<file path="config.mk">
export PLATFORM = sky130hd
export DESIGN_NAME = irq_vec_ctrl
export DESIGN_NICKNAME = d
export VERILOG_FILES = /design/src/rtl/irqc_pkg.sv /design/src/rtl/irqc_cfg_regs.sv /design/src/rtl/irqc_prio_pick.sv /design/src/rtl/irq_vec_ctrl.sv
export SDC_FILE = /design/constraint.sdc
export NUM_CORES = 1
export LEC_CHECK = 0
export ABC_AREA = 1
export CORE_UTILIZATION = 58
export CTS_BUF_LIST = sky130_fd_sc_hd__clkbuf_16
export DETAILED_ROUTE_END_ITERATION = 12
export PLACE_DENSITY = 0.9
export SETUP_SLACK_MARGIN = 0.05
export SLEW_MARGIN = 25
export SYNTH_ARGS = -nofsm -noshare
export SYNTH_HDL_FRONTEND = slang
export SYNTH_HIERARCHICAL = 1
export SYNTH_SLANG_ARGS = --single-unit
</file>
<file path="constraint.sdc">
create_clock -name clk -period 5.7 [get_ports clk]
set_clock_uncertainty 0.05 [all_clocks]
set_input_delay 0.855 -clock clk [delete_from_list [all_inputs] [get_ports clk]]
set_output_delay 0.855 -clock clk [all_outputs]
set_load 0.005 [all_outputs]
</file>
<file path="src/rtl/irqc_pkg.sv">
package irqc_pkg;
  typedef enum logic [1:0] {
    PRIO_NESTED = 2'd0,
    PRIO_ROTATE = 2'd1,
    PRIO_SPMASK = 2'd2,
    PRIO_RSVD   = 2'd3
  } prio_mode_e;

  localparam int CFG_AW = 2;
  localparam logic [CFG_AW-1:0] REG_MODE = 2'd0;
  localparam logic [CFG_AW-1:0] REG_MASK = 2'd1;
  localparam logic [CFG_AW-1:0] REG_BASE = 2'd2;
  localparam logic [CFG_AW-1:0] REG_EOI  = 2'd3;
endpackage

</file>
<file path="src/rtl/irqc_cfg_regs.sv">
module irqc_cfg_regs
  import irqc_pkg::*;
#(
  parameter int NUM_LINES = 8,
  parameter int VEC_W     = 8,
  parameter int BASE_W    = 5
) (
  input  logic                 clk,
  input  logic                 rst_n,
  input  logic                 we_i,
  input  logic [CFG_AW-1:0]    addr_i,
  input  logic [VEC_W-1:0]     wdata_i,
  output prio_mode_e           mode_o,
  output logic [NUM_LINES-1:0] mask_o,
  output logic [BASE_W-1:0]    base_o,
  output logic                 eoi_o
);
  always_ff @(posedge clk or negedge rst_n) begin
    if (!rst_n) begin
      mode_o <= PRIO_NESTED;
      mask_o <= '1;
      base_o <= '0;
    end else if (we_i) begin
      case (addr_i)
        REG_MODE: mode_o <= prio_mode_e'(wdata_i[1:0]);
        REG_MASK: mask_o <= wdata_i[NUM_LINES-1:0];
        REG_BASE: base_o <= wdata_i[VEC_W-1 -: BASE_W];
        default: ;
      endcase
    end
  end

  assign eoi_o = we_i && (addr_i == REG_EOI);
endmodule

</file>
<file path="src/rtl/irqc_prio_pick.sv">
module irqc_prio_pick #(
  parameter int IDX_W = 3
) (
  input  logic [(1<<IDX_W)-1:0] vec_i,
  input  logic [IDX_W-1:0]      top_i,
  output logic                  found_o,
  output logic [IDX_W-1:0]      idx_o,
  output logic [IDX_W-1:0]      rank_o
);
  localparam int N = 1 << IDX_W;

  logic [N-1:0] rot;

  for (genvar r = 0; r < N; r++) begin : g_rot
    wire [IDX_W-1:0] src = IDX_W'(r) + top_i;
    assign rot[r] = vec_i[src];
  end

  always_comb begin
    rank_o = '0;
    for (int r = N - 1; r >= 0; r--) begin
      if (rot[r]) rank_o = IDX_W'(r);
    end
  end

  assign found_o = |vec_i;
  assign idx_o   = rank_o + top_i;

  // the chosen line is always one that is actually set
  always_comb begin
    if (found_o) a_r6_pick_is_set: assert (vec_i[idx_o]);
  end
endmodule

</file>
<file path="src/rtl/irq_vec_ctrl.sv">
module irq_vec_ctrl
  import irqc_pkg::*;
#(
  parameter int IDX_W = 3,
  parameter int VEC_W = 8
) (
  input  logic                    clk,
  input  logic                    rst_n,
  input  logic [(1<<IDX_W)-1:0]   irq_i,
  input  logic                    cfg_we_i,
  input  logic [CFG_AW-1:0]       cfg_addr_i,
  input  logic [VEC_W-1:0]        cfg_wdata_i,
  output logic                    intr_o,
  input  logic                    inta_i,
  output logic [VEC_W-1:0]        vec_o
);
  localparam int N      = 1 << IDX_W;
  localparam int BASE_W = VEC_W - IDX_W;

  prio_mode_e       mode;
  logic [N-1:0]     mask;
  logic [BASE_W-1:0] base;
  logic             eoi;

  logic [N-1:0]     pend_q, isr_q;
  logic [IDX_W-1:0] top_q, held_idx_q;
  logic             ack_q;

  irqc_cfg_regs #(.NUM_LINES(N), .VEC_W(VEC_W), .BASE_W(BASE_W)) u_cfg (
    .clk(clk), .rst_n(rst_n), .we_i(cfg_we_i), .addr_i(cfg_addr_i),
    .wdata_i(cfg_wdata_i), .mode_o(mode), .mask_o(mask), .base_o(base),
    .eoi_o(eoi)
  );

  logic             spmask, rotate;
  logic [IDX_W-1:0] hi_ptr;
  logic [N-1:0]     cand;

  assign spmask = (mode == PRIO_SPMASK);
  assign rotate = (mode == PRIO_ROTATE);
  assign hi_ptr = rotate ? top_q : '0;
  assign cand   = pend_q & ~mask & (spmask ? ~isr_q : '1);

  logic             c_found, s_found;
  logic [IDX_W-1:0] c_idx, c_rank, s_idx, s_rank;

  irqc_prio_pick #(.IDX_W(IDX_W)) u_cand_pick (
    .vec_i(cand), .top_i(hi_ptr),
    .found_o(c_found), .idx_o(c_idx), .rank_o(c_rank)
  );

  irqc_prio_pick #(.IDX_W(IDX_W)) u_isr_pick (
    .vec_i(isr_q), .top_i(hi_ptr),
    .found_o(s_found), .idx_o(s_idx), .rank_o(s_rank)
  );

  logic             fwd, ack_rise, take;
  logic [IDX_W-1:0] cur_idx;
  logic [N-1:0]     take_oh, eoi_oh;

  assign fwd      = c_found && (spmask || !s_found || (c_rank < s_rank));
  assign ack_rise = inta_i && !ack_q;
  assign take     = ack_rise && fwd;
  assign cur_idx  = ack_q ? held_idx_q : (fwd ? c_idx : '1);
  assign take_oh  = take ? (N'(1) << c_idx) : '0;
  assign eoi_oh   = (eoi && s_found) ? (N'(1) << s_idx) : '0;

  assign intr_o = fwd && !inta_i;
  assign vec_o  = inta_i ? {base, cur_idx} : '0;

  always_ff @(posedge clk or negedge rst_n) begin
    if (!rst_n) begin
      pend_q     <= '0;
      isr_q      <= '0;
      top_q      <= '0;
      held_idx_q <= '0;
      ack_q      <= 1'b0;
    end else begin
      ack_q  <= inta_i;
      pend_q <= (pend_q | irq_i) & ~take_oh;
      isr_q  <= (isr_q & ~eoi_oh) | take_oh;
      if (ack_rise) held_idx_q <= cur_idx;
      if (eoi && s_found && rotate) top_q <= s_idx + 1'b1;
    end
  end

  // vector bus idle when acknowledge is low
  a_r4_vec_idle: assert property (@(posedge clk) disable iff (!rst_n)
    !inta_i |-> (vec_o == '0));

  // an accepted acknowledge leaves the winner in service
  a_r5_take_sets_isr: assert property (@(posedge clk) disable iff (!rst_n)
    take |=> isr_q[$past(c_idx)]);

  // a masked line never wins a handshake
  a_r11_masked_never_taken: assert property (@(posedge clk) disable iff (!rst_n)
    take |-> !mask[c_idx]);

  // end-of-interrupt removes exactly one in-service bit
  a_r7_eoi_drops_one: assert property (@(posedge clk) disable iff (!rst_n)
    (eoi && s_found && !take) |=> ($countones(isr_q) == $past($countones(isr_q)) - 1));

  // rotation pointer moves past the line just retired
  a_r8_ptr_follows_eoi: assert property (@(posedge clk) disable iff (!rst_n)
    (eoi && s_found && rotate) |=> (top_q == IDX_W'($past(s_idx) + 1'b1)));

  // an unqualified acknowledge leaves the in-service set alone
  a_r10_spurious_keeps_isr: assert property (@(posedge clk) disable iff (!rst_n)
    (ack_rise && !fwd && !eoi) |=> (isr_q == $past(isr_q)));
endmodule

</file>
==> results by group <==
Synth
  • Sequential area share after synthesis: 29.31%
  • Main synth FF type: dfrtp_1
  • YS warnings: 6
  • Synth Area per Inst: 6.815 µm²
  • Asr flop ratio synth: 100.0%
  • Post-synth EDFFs: 0
  • Mapped Cells: 481
  • Netlist cell types: 34
  • Syn Std Cell Area: 3278 µm²
  • Syn_nets: 519
  • Synth Register Bits: 38

Routing
  • Vias per cell: 5.358
  • Via count: 3,124
  • Residual DRC: 0
  • ANT nets after route: 0
  • 1st-iter DRT viols: 166
  • TritonRoute pass-1 iters: 4
  • WL/cell: 13.09 µm
  • WL final: 7.631 mm

CTS
  • CTS sink count: 38
  • H-tree depth: 2
  • Post CTS Setup Buffer Count: 0
  • Reg clk slew, reported paths: 0.05 ns
  • CTS Buffer Depth: 2
  • Post-CTS sizing: 0
  • Clock Latency Late Sink: 0.28 ns
  • Hold-fix buffers at CTS: 0
  • CTS Buf Count: 5
  • TritonCTS clock tree: yes
  • Clock Tree Root: clkbuf_16

Die
  • Placeable core area: 5473 µm²
  • Die width: 77.18 µm
  • Die area: 5957 µm²
  • Cell Rows: 27
  • Chip height: 77.18 µm
  • Initial Utilization: 59.90%
  • I/O pins: 31

Critical path
  • WP data required: 4.80 ns
  • Crit. End Element: output pin
  • Crit-path max FO: 16
  • Slowest stage cell, crit path: clkdlybuf4s50_1
  • Worst setup SP type: flip-flop
  • Worst Setup Path Type: flip-flop to output pin
  • Cell mode on critical path: nand2_1
  • CP peak stage delay: 0.43 ns
  • WP data arrival: 4.37 ns

GRT
  • Largest net degree at the start of global routing: 39
  • Total grt overflow: 0
  • First-pass GRT wire length: 12.86 mm
  • Number of global-route vias before repair: 2,925
  • Total GRT Usage: 27.14%
  • Initial antenna violation count: 0

Min path
  • Hold Crit Class: flip-flop to flip-flop

Timing
  • RSZ-0062 raised after global routing: false
  • Final Hold Fails: 0
  • Final Setup Violations: 0
  • Tcrit/Tclk final: 92.48%
  • Least-Margin Pin Slew: 0.8108 ns
  • Max Fclk: 0.1897 GHz
  • Setup TNS: 0 ns
  • Final Max Slew Viols: 0
  • Slew HR: 45.95%
  • Post-layout min period: 5.271 ns

Flow run
  • Max_cap viols: 0

Power
  • PwrDens: 489.6 nW/µm²
  • P_leak: 2.029 nW
  • Worst VDD drop: 0.3131 mV

Layout
  • Layout cell share with drive strength beyond 1: 13.70%
  • Area of the multi-input gates: 1923 µm²
  • Area Growth Syn to Fin: 13.13%
  • Register area: 960.9 µm²
  • Inserted Diodes: 0
  • Commonest non-fill, non-tap cell in the layout: nand2_1
  • Nets: 548
  • Utilization after layout: 67.76%
  • Fill count: 470
  • Most frequent cells in the layout: nand2_1, inv_1, nand3_1

Placement
  • PortBufs: 30
  • GP Congestion: 0.9018
  • Hpwl dp: 5.918 mm

Run status
  • Outcome: finished clean
[flip-flops by register name (all words and copies together), names as in the netlist]
signal / cells
isr_q: 8
pend_q: 8
u_cfg/mask_o: 8
u_cfg/base_o: 5
held_idx_q: 3
top_q: 3
u_cfg/mode_o: 2
ack_q: 1
[Yosys cell counts (all sizes together), types with 4 or more instances]
master | instances | area (µm²)
nand2 | 201 | 822.0
inv | 71 | 279.0
nand3 | 49 | 272.8
dfrtp | 30 | 750.7
nand4 | 25 | 175.2
nor2 | 20 | 105.1
ha | 14 | 175.2
or2 | 12 | 80.08
buf | 11 | 115.1
nand3b | 10 | 75.07
dfstp | 8 | 210.2
o21ai | 8 | 40.04
a21oi | 4 | 20.02
nor4 | 4 | 25.02
xnor2 | 4 | 35.03
[final timing paths]
path                                 start               to  slack [ns]  cells after the start
min reg2reg                u_cfg/mask_o[3]  u_cfg/mask_o[3]        0.41                      2
min                        u_cfg/mask_o[3]  u_cfg/mask_o[3]        0.41                      2
max                        u_cfg/mode_o[1]         vec_o[2]        0.43                     26
min in group asynchronous            rst_n    held_idx_q[0]        0.62                      1
max in group asynchronous            rst_n        pend_q[3]        4.47                      1
max reg2reg                u_cfg/mode_o[1]         top_q[2]        1.53                     24
[area by class of cell]
cell class / instances / area share, %
flip-flops and latches: 38 / 25.91
repair buffers: 33 / 8.569
clock inverters: 3 / 0.3374
clock buffers: 5 / 3.374
inverters: 71 / 7.524
well taps: 72 / 2.429
multi-input cells: 361 / 51.86
[kinds of logic (layout without fill, tap and decap cells)]
| logic type | after synthesis | count (layout) | synth area share [%] |
|---|---|---|---|
| flops | 38 | 38 | 29.31 |
| buf+inv | 82 | 112 | 12.02 |
| simple gates | 322 | 322 | 47.60 |
| fa+ha+maj | 16 | 16 | 6.565 |
| xor+xnor | 6 | 6 | 1.603 |
| compound gates | 17 | 17 | 2.901 |
[per-layer routing]
| layer | global-route usage [%] | up-vias | share of wire, % |
|---|---|---|---|
| met1 | 32.73 | 1422 | 43 |
| met4 | 10.00 | 0 | 2.2 |
| met2 | 48.41 | 107 | 50 |
| met5 | 0 | - | 0 |
| li1 | - | 1577 | - |
| met3 | 4.048 | 18 | 5.0 |
[worst max-delay path, delay by kind of cell, from the launching register on]
family | cells | cell delay (ns)
AOI/OAI and AO/OA | 1 | 0.08
and+or+nand+nor | 14 | 1.19
adders and majority gates | 3 | 0.95
DFF | 1 | 0.38
xor gates and xnor gates | 1 | 0.26
buffers and inverters | 7 | 1.23
[stage by stage]
stage	worst slack (ns)	hold slack, ns	cell area [µm²]	power (W)	cells
after global placement	0.9140	0.4005	3571	0.001483	575
final	0.4287	0.4134	3709	0.001816	583
after floorplan	1.011	0.3901	3278	0.001315	481
after detailed placement	0.7171	0.4029	3571	0.001534	575
after CTS	0.4021	0.4150	3709	0.001808	583
after global routing	0.06202	0.4386	3709	0.001987	583
[where the power goes]
| group | internal (W) | leakage [nW] | switching [W] |
|---|---|---|---|
| Combinational | 0.000418 | 1.53 | 0.000727 |
| Clock | 0.000158 | 0.0724 | 0.000100 |
| Sequential | 0.000349 | 0.425 | 0.0000640 |
| Total | 0.000925 | 2.03 | 0.000891 |
Power figures use the tool's default switching activity.
